## src/rtl/vwp_pkg.sv

```systemverilog
package vwp_pkg;

    localparam int unsigned BYTE_W = 8;
    localparam int unsigned PORT_W = 2;

    typedef enum logic [2:0] {
        SQ_IDLE,
        SQ_HALF,
        SQ_PAIR,
        SQ_STREAM,
        SQ_BULK
    } seq_t;

    typedef enum logic [1:0] {
        PK_DATA = 2'd0,
        PK_CTRL = 2'd1,
        PK_PAL  = 2'd2,
        PK_IREG = 2'd3
    } port_kind_t;

    typedef enum logic [1:0] {
        GAP_NONE,
        GAP_SHORT,
        GAP_LONG
    } gap_t;

    typedef struct packed {
        logic [PORT_W-1:0] port;
        logic [BYTE_W-1:0] data;
    } wr_beat_t;

    // Round a duration up to whole clock cycles.
    function automatic int unsigned ns_to_cycles(int unsigned khz, int unsigned ns);
        return (khz * ns + 32'd999_999) / 32'd1_000_000;
    endfunction

    // Gap class needed before a byte of kind k while in state s.
    function automatic gap_t gap_for(seq_t s, port_kind_t k);
        gap_t g;
        case (s)
            SQ_IDLE:   g = GAP_NONE;
            SQ_HALF:   g = GAP_SHORT;
            SQ_PAIR:   g = GAP_LONG;
            SQ_STREAM: g = GAP_LONG;
            SQ_BULK:   g = (k == PK_IREG) ? GAP_SHORT : GAP_LONG;
            default:   g = GAP_LONG;
        endcase
        return g;
    endfunction

    // Sequence state after forwarding a byte of kind k.
    function automatic seq_t seq_next(seq_t s, port_kind_t k);
        seq_t n;
        case (k)
            PK_CTRL: n = (s == SQ_HALF) ? SQ_PAIR : SQ_HALF;
            PK_IREG: n = SQ_BULK;
            default: n = SQ_STREAM;
        endcase
        return n;
    endfunction

endpackage

```

## src/rtl/vwp_gap_timer.sv

```systemverilog
module vwp_gap_timer #(
    parameter int unsigned CNT_W = 9,
    parameter int unsigned SAT   = 256
) (
    input  logic             clk,
    input  logic             rst,
    input  logic             accept,
    input  logic [CNT_W-1:0] need_cyc,
    output logic             elapsed,
    output logic             timed_out
);
    localparam logic [CNT_W-1:0] SAT_C = CNT_W'(SAT);
    localparam logic [CNT_W-1:0] ONE_C = CNT_W'(1);

    logic [CNT_W-1:0] since_q;

    // Cycles since the last accepted byte, saturating at the idle limit.
    always_ff @(posedge clk) begin
        if (rst) begin
            since_q <= SAT_C;
        end else if (accept) begin
            since_q <= ONE_C;
        end else if (since_q < SAT_C) begin
            since_q <= since_q + ONE_C;
        end
    end

    assign elapsed   = (since_q >= need_cyc);
    assign timed_out = (since_q >= SAT_C);

endmodule

```

## src/rtl/vwp_seq_tracker.sv

```systemverilog
module vwp_seq_tracker
    import vwp_pkg::*;
#(
    parameter int unsigned CNT_W     = 9,
    parameter int unsigned SHORT_CYC = 16,
    parameter int unsigned LONG_CYC  = 64
) (
    input  logic              clk,
    input  logic              rst,
    input  logic              accept,
    input  logic [PORT_W-1:0] probe_port,
    input  logic              timed_out,
    output logic [CNT_W-1:0]  need_cyc
);
    localparam logic [CNT_W-1:0] SHORT_C = CNT_W'(SHORT_CYC);
    localparam logic [CNT_W-1:0] LONG_C  = CNT_W'(LONG_CYC);

    seq_t       state_q;
    port_kind_t probe_kind;
    gap_t       gap_sel;

    assign probe_kind = port_kind_t'(probe_port);

    // The byte waiting at the input decides the gap and, once taken, the next state.
    always_ff @(posedge clk) begin
        if (rst) begin
            state_q <= SQ_IDLE;
        end else if (accept) begin
            state_q <= seq_next(state_q, probe_kind);
        end else if (timed_out) begin
            state_q <= SQ_IDLE;
        end
    end

    assign gap_sel = gap_for(state_q, probe_kind);

    always_comb begin
        case (gap_sel)
            GAP_NONE:  need_cyc = '0;
            GAP_SHORT: need_cyc = SHORT_C;
            default:   need_cyc = LONG_C;
        endcase
    end

endmodule

```

## src/rtl/vwp_out_stage.sv

```systemverilog
module vwp_out_stage
    import vwp_pkg::*;
(
    input  logic     clk,
    input  logic     rst,
    input  logic     accept,
    input  wr_beat_t beat_in,
    output logic     strobe,
    output wr_beat_t beat_out
);
    always_ff @(posedge clk) begin
        if (rst) begin
            strobe   <= 1'b0;
            beat_out <= '0;
        end else begin
            strobe <= accept;
            if (accept) begin
                beat_out <= beat_in;
            end
        end
    end

endmodule

```

## src/rtl/vdp_write_pacer.sv

```systemverilog
module vdp_write_pacer
    import vwp_pkg::*;
#(
    parameter int unsigned CLK_KHZ  = 8000,
    parameter int unsigned SHORT_NS = 2000,
    parameter int unsigned LONG_NS  = 8000,
    parameter int unsigned IDLE_CYC = 256
) (
    input  logic              clk,
    input  logic              rst,
    input  logic              wr_req,
    input  logic [PORT_W-1:0] wr_port,
    input  logic [BYTE_W-1:0] wr_data,
    output logic              wr_ready,
    output logic              vdp_wr,
    output logic [PORT_W-1:0] vdp_port,
    output logic [BYTE_W-1:0] vdp_data
);
    localparam int unsigned SHORT_CYC = ns_to_cycles(CLK_KHZ, SHORT_NS);
    localparam int unsigned LONG_CYC  = ns_to_cycles(CLK_KHZ, LONG_NS);
    localparam int unsigned CNT_W     = $clog2(IDLE_CYC + 1);

    logic             accept;
    logic             elapsed;
    logic             timed_out;
    logic [CNT_W-1:0] need_cyc;
    wr_beat_t         beat_in;
    wr_beat_t         beat_out;

    assign wr_ready = elapsed;
    assign accept   = wr_req & elapsed;
    assign beat_in  = '{port: wr_port, data: wr_data};

    vwp_gap_timer #(
        .CNT_W (CNT_W),
        .SAT   (IDLE_CYC)
    ) timer_i (
        .clk       (clk),
        .rst       (rst),
        .accept    (accept),
        .need_cyc  (need_cyc),
        .elapsed   (elapsed),
        .timed_out (timed_out)
    );

    vwp_seq_tracker #(
        .CNT_W     (CNT_W),
        .SHORT_CYC (SHORT_CYC),
        .LONG_CYC  (LONG_CYC)
    ) seq_i (
        .clk        (clk),
        .rst        (rst),
        .accept     (accept),
        .probe_port (wr_port),
        .timed_out  (timed_out),
        .need_cyc   (need_cyc)
    );

    vwp_out_stage out_i (
        .clk      (clk),
        .rst      (rst),
        .accept   (accept),
        .beat_in  (beat_in),
        .strobe   (vdp_wr),
        .beat_out (beat_out)
    );

    assign vdp_port = beat_out.port;
    assign vdp_data = beat_out.data;

endmodule

```

## config.mk

```make
export PLATFORM = sky130hd
export DESIGN_NAME = vdp_write_pacer
export DESIGN_NICKNAME = d
export VERILOG_FILES = /design/src/rtl/vwp_pkg.sv /design/src/rtl/vwp_gap_timer.sv /design/src/rtl/vwp_seq_tracker.sv /design/src/rtl/vwp_out_stage.sv /design/src/rtl/vdp_write_pacer.sv
export SDC_FILE = /design/constraint.sdc
export NUM_CORES = 1
export LEC_CHECK = 0
export ABC_AREA = 1
export BUFFER_PORTS_ARGS = -buffer_cell sky130_fd_sc_hd__buf_4
export CORE_AREA = 5 5 51 53
export CTS_CLUSTER_DIAMETER = 150
export DETAILED_ROUTE_END_ITERATION = 6
export DIE_AREA = 0 0 56 58
export HOLD_SLACK_MARGIN = 0.12
export PLACE_DENSITY = 0.87
export SETUP_SLACK_MARGIN = 0.5
export SLEW_MARGIN = 15
export SYNTH_ARGS = -nofsm -noshare
export SYNTH_HDL_FRONTEND = slang
export SYNTH_SLANG_ARGS = --single-unit
export TNS_END_PERCENT = 5
```

## constraint.sdc

```tcl
create_clock -name clk -period 4.6 [get_ports clk]
set_input_delay 0.23 -clock clk [delete_from_list [all_inputs] [get_ports clk]]
set_output_delay 0.23 -clock clk [all_outputs]
set_load 0.01 [all_outputs]
```

==> qor.csv <==
metric,value,unit
comb_power_share,20.1,%
grt_use_total,16.6,%
p_leak,0.637,nW
viasPerCell,5.07,
drc,0,
fillCellCount,163,
layout_common_cells,"nand2_1 (25), buf_4 (24), dfxtp_1 (23), nand3_1 (19), nor2_1 (11)",
status,finished clean,
cts_made_buffers,3,
critPathArrivalTime,2.25,ns
synthMuxAreaShare,0,%
grt_max_degree,17,
place_area,1260,um2
synth_seq_cells,23,
pwr-share-seq,56.1,%
worst_pin_slew,0.408,ns
cts_root_buffer,clkbuf_4,
num_vias,964,
ys_seq_area_share,42.9,%
grt-busiest-layer,met2,
io_buffers,24,
first_pass_iters,4,
gp_congestion,0.834,
final_layout_size_suffix_gt1_share,29.0,%
synth_fa_ha_area_share,3.50,%
final_common_cell,nand2_1,
first_iter_violations,36,
cts_htree_levels,1,
rrSetupSlack,2.46,ns
final_cells,190,
cts_buffer_depth,2,
setup_viol,0,
cts_setup_buffers,0,
synth_xor_xnor_area_share,4.08,%
ys_types,26,
p_sw,112,uW
critical_path_class,in -> out,
switching_share,28.6,%
finClkSkew,0.00888,ns
yosysWarnings,0,
die_w,56,um
synth_simple_gate_area_share,37.0,%
syn_to_final_growth,26.3,%
final_core_util,64.3,%
critPathMaxFanout,5,
slew_headroom,72.8,%
core,2110,um2
clk_latency,0.32,ns
synth_top_family_by_area,simple AND/OR/NAND/NOR gates,
wire_per_inst,13.0,um
p_int,279,uW
irDropWorstVdd,265,uV
io_pins,25,
tritoncts,yes,
fin_crit_sh,53.9,%
critPathCaptureType,output pin,
dieArea,3250,um2
grt_use_met3,2.45,%
syn-mean-instance-area,8.25,um2
final_cell_area,1350,um2
antenna_found_initial,0,
grt_pass1_vias,1031,
start_kind,input pin,
place_inst,179,
wl,2470,um
gr-usage-met1,17.1,%
drv_cap,0,
synth-compound-area-share,5.72,%
initial_core_util,50.9,%
nNetsFinal,179,
required,4.37,ns
ant_nets,0,
synthCells,130,
clk_pin_slew,0.13,ns
dp_hpwl,1810,um
power_density,288,nW/um2
grt_pass1_wl,4270,um
globalRouteMet2Util,29.4,%
gr-total-overflow,0,
hp-class,in -> reg,
synth_area,1070,um2
power_frac_clock,23.8,%
die_h,58,um
hold_viol,0,
fin_crit,2.48,ns
final_max_slew_viol_count,0,
fin_setup_tns,0,ns
num_antenna_cells,0,
rsz0062_at_grt,false,
synth_fp_nets,146,
max_freq,403,MHz
rows,17,
cts.sinks,23,
-- what timing repair did --
action                                 in CTS  in global routing
endpoints found under the hold margin       7                  0
setup endpoints to repair                   0                  0
hold buffers                                7                  0
gates resized for setup                     0                  0
-- cells in the mapped netlist --
master	count	area, um2
nand4_1	2	12.5
or2_2	1	6.26
a31oi_1	1	6.26
o21a_1	1	7.51
nand2_8	1	20.0
dfxtp_1	23	460
nor3_1	1	5.00
nor3b_1	1	7.51
ha_1	3	37.5
xor2_1	5	43.8
a21oi_1	3	15.0
a21oi_2	2	17.5
clkbuf_1	1	3.75
nand2_2	9	56.3
inv_1	10	37.5
nor2_8	1	20.0
inv_2	1	3.75
o21ai_0	3	15.0
nand2_1	25	93.8
nand2_4	2	22.5
nor2_1	11	41.3
buf_4	1	7.51
buf_12	1	20.0
nand3_2	1	10.0
nand3_1	19	95.1
nor2_2	1	6.26
-- stage by stage --
| step | hold slack (ns) | power (mW) | setup WS [ns] |
|---|---|---|---|
| 6_report | 0.129 | 0.390 | 2.12 |
| 5_1_grt | 0.136 | 0.409 | 2.02 |
| 4_1_cts | 0.121 | 0.395 | 2.12 |
| 3_5_place_dp | 0.426 | 0.297 | 2.46 |
| 3_3_place_gp | 0.422 | 0.293 | 2.59 |
| 2_1_floorplan | 0.299 | 0.268 | 2.73 |
-- power by group through the flow --
stage / logic (mW) / clock network [mW] / registers (mW)
6_report: 0.0784 / 0.0930 / 0.219
5_1_grt: 0.0868 / 0.102 / 0.221
4_1_cts: 0.0783 / 0.0976 / 0.219
3_5_place_dp: 0.0733 / 0 / 0.223
3_3_place_gp: 0.0704 / 0 / 0.222
2_1_floorplan: 0.0431 / 0 / 0.225
-- state kept, by name, indices dropped and copies added, names as in the netlist --
signal,flops
timer_i.since_q,9
out_i.beat_out,10
seq_i.state_q,3
out_i.strobe,1
-- cell type report --
type                    instances  area [um2]  share of cell area (%)
multi-input cells              93         539                    39.8
flip-flops and latches         23         460                    34.0
repair buffers                 31         250                    18.5
inverters                      11        41.3                    3.05
well taps                      28        35.0                    2.59
clock buffers                   3        22.5                    1.66
clock inverters                 1        5.00                   0.370
-- worst max-delay path, cell delays in order --
cell	delay (ns)
dlygate4sd3_1	0.54
buf_4	0.14
nand2_1	0.09
nor3_1	0.05
or2_2	0.29
o21a_1	0.11
ha_1	0.27
nand2_1	0.05
nor2_1	0.11
nand3_2	0.11
nand2_4	0.12
buf_4	0.14
-- path summary, 6_finish.rpt --
path / startpoint / endpoint / cells past startpoint
worst max-delay path: wr_port[0] / wr_ready / 12
worst min-delay path: wr_data[3] / out_i.beat_out[3]$_SDFFE_PP0P_ / 3
worst max register to register: seq_i.state_q[0]$_SDFFE_PP0P_ / out_i.beat_out[0]$_SDFFE_PP0P_ / 12
worst min register to register: out_i.beat_out[9]$_SDFFE_PP0P_ / out_i.beat_out[9]$_SDFFE_PP0P_ / 2
-- cell families (layout without fill, tap and decap cells) --
logic type,Yosys count,count (layout)
AOI/OAI and AO/OA,10,10
xor gates and xnor gates,5,5
adders and majority gates,3,3
buffers and inverters,14,46
DFF,23,23
and+or+nand+nor,75,75
-- layer usage --
metal	part of all wire (%)	routed length (um)	up-vias
met2	53	1310	26
met3	3.8	94	11
met1	38	933	441
met4	5.3	130	0
met5	0	0	-
li1	-	-	486
Power figures use the tool's default switching activity.
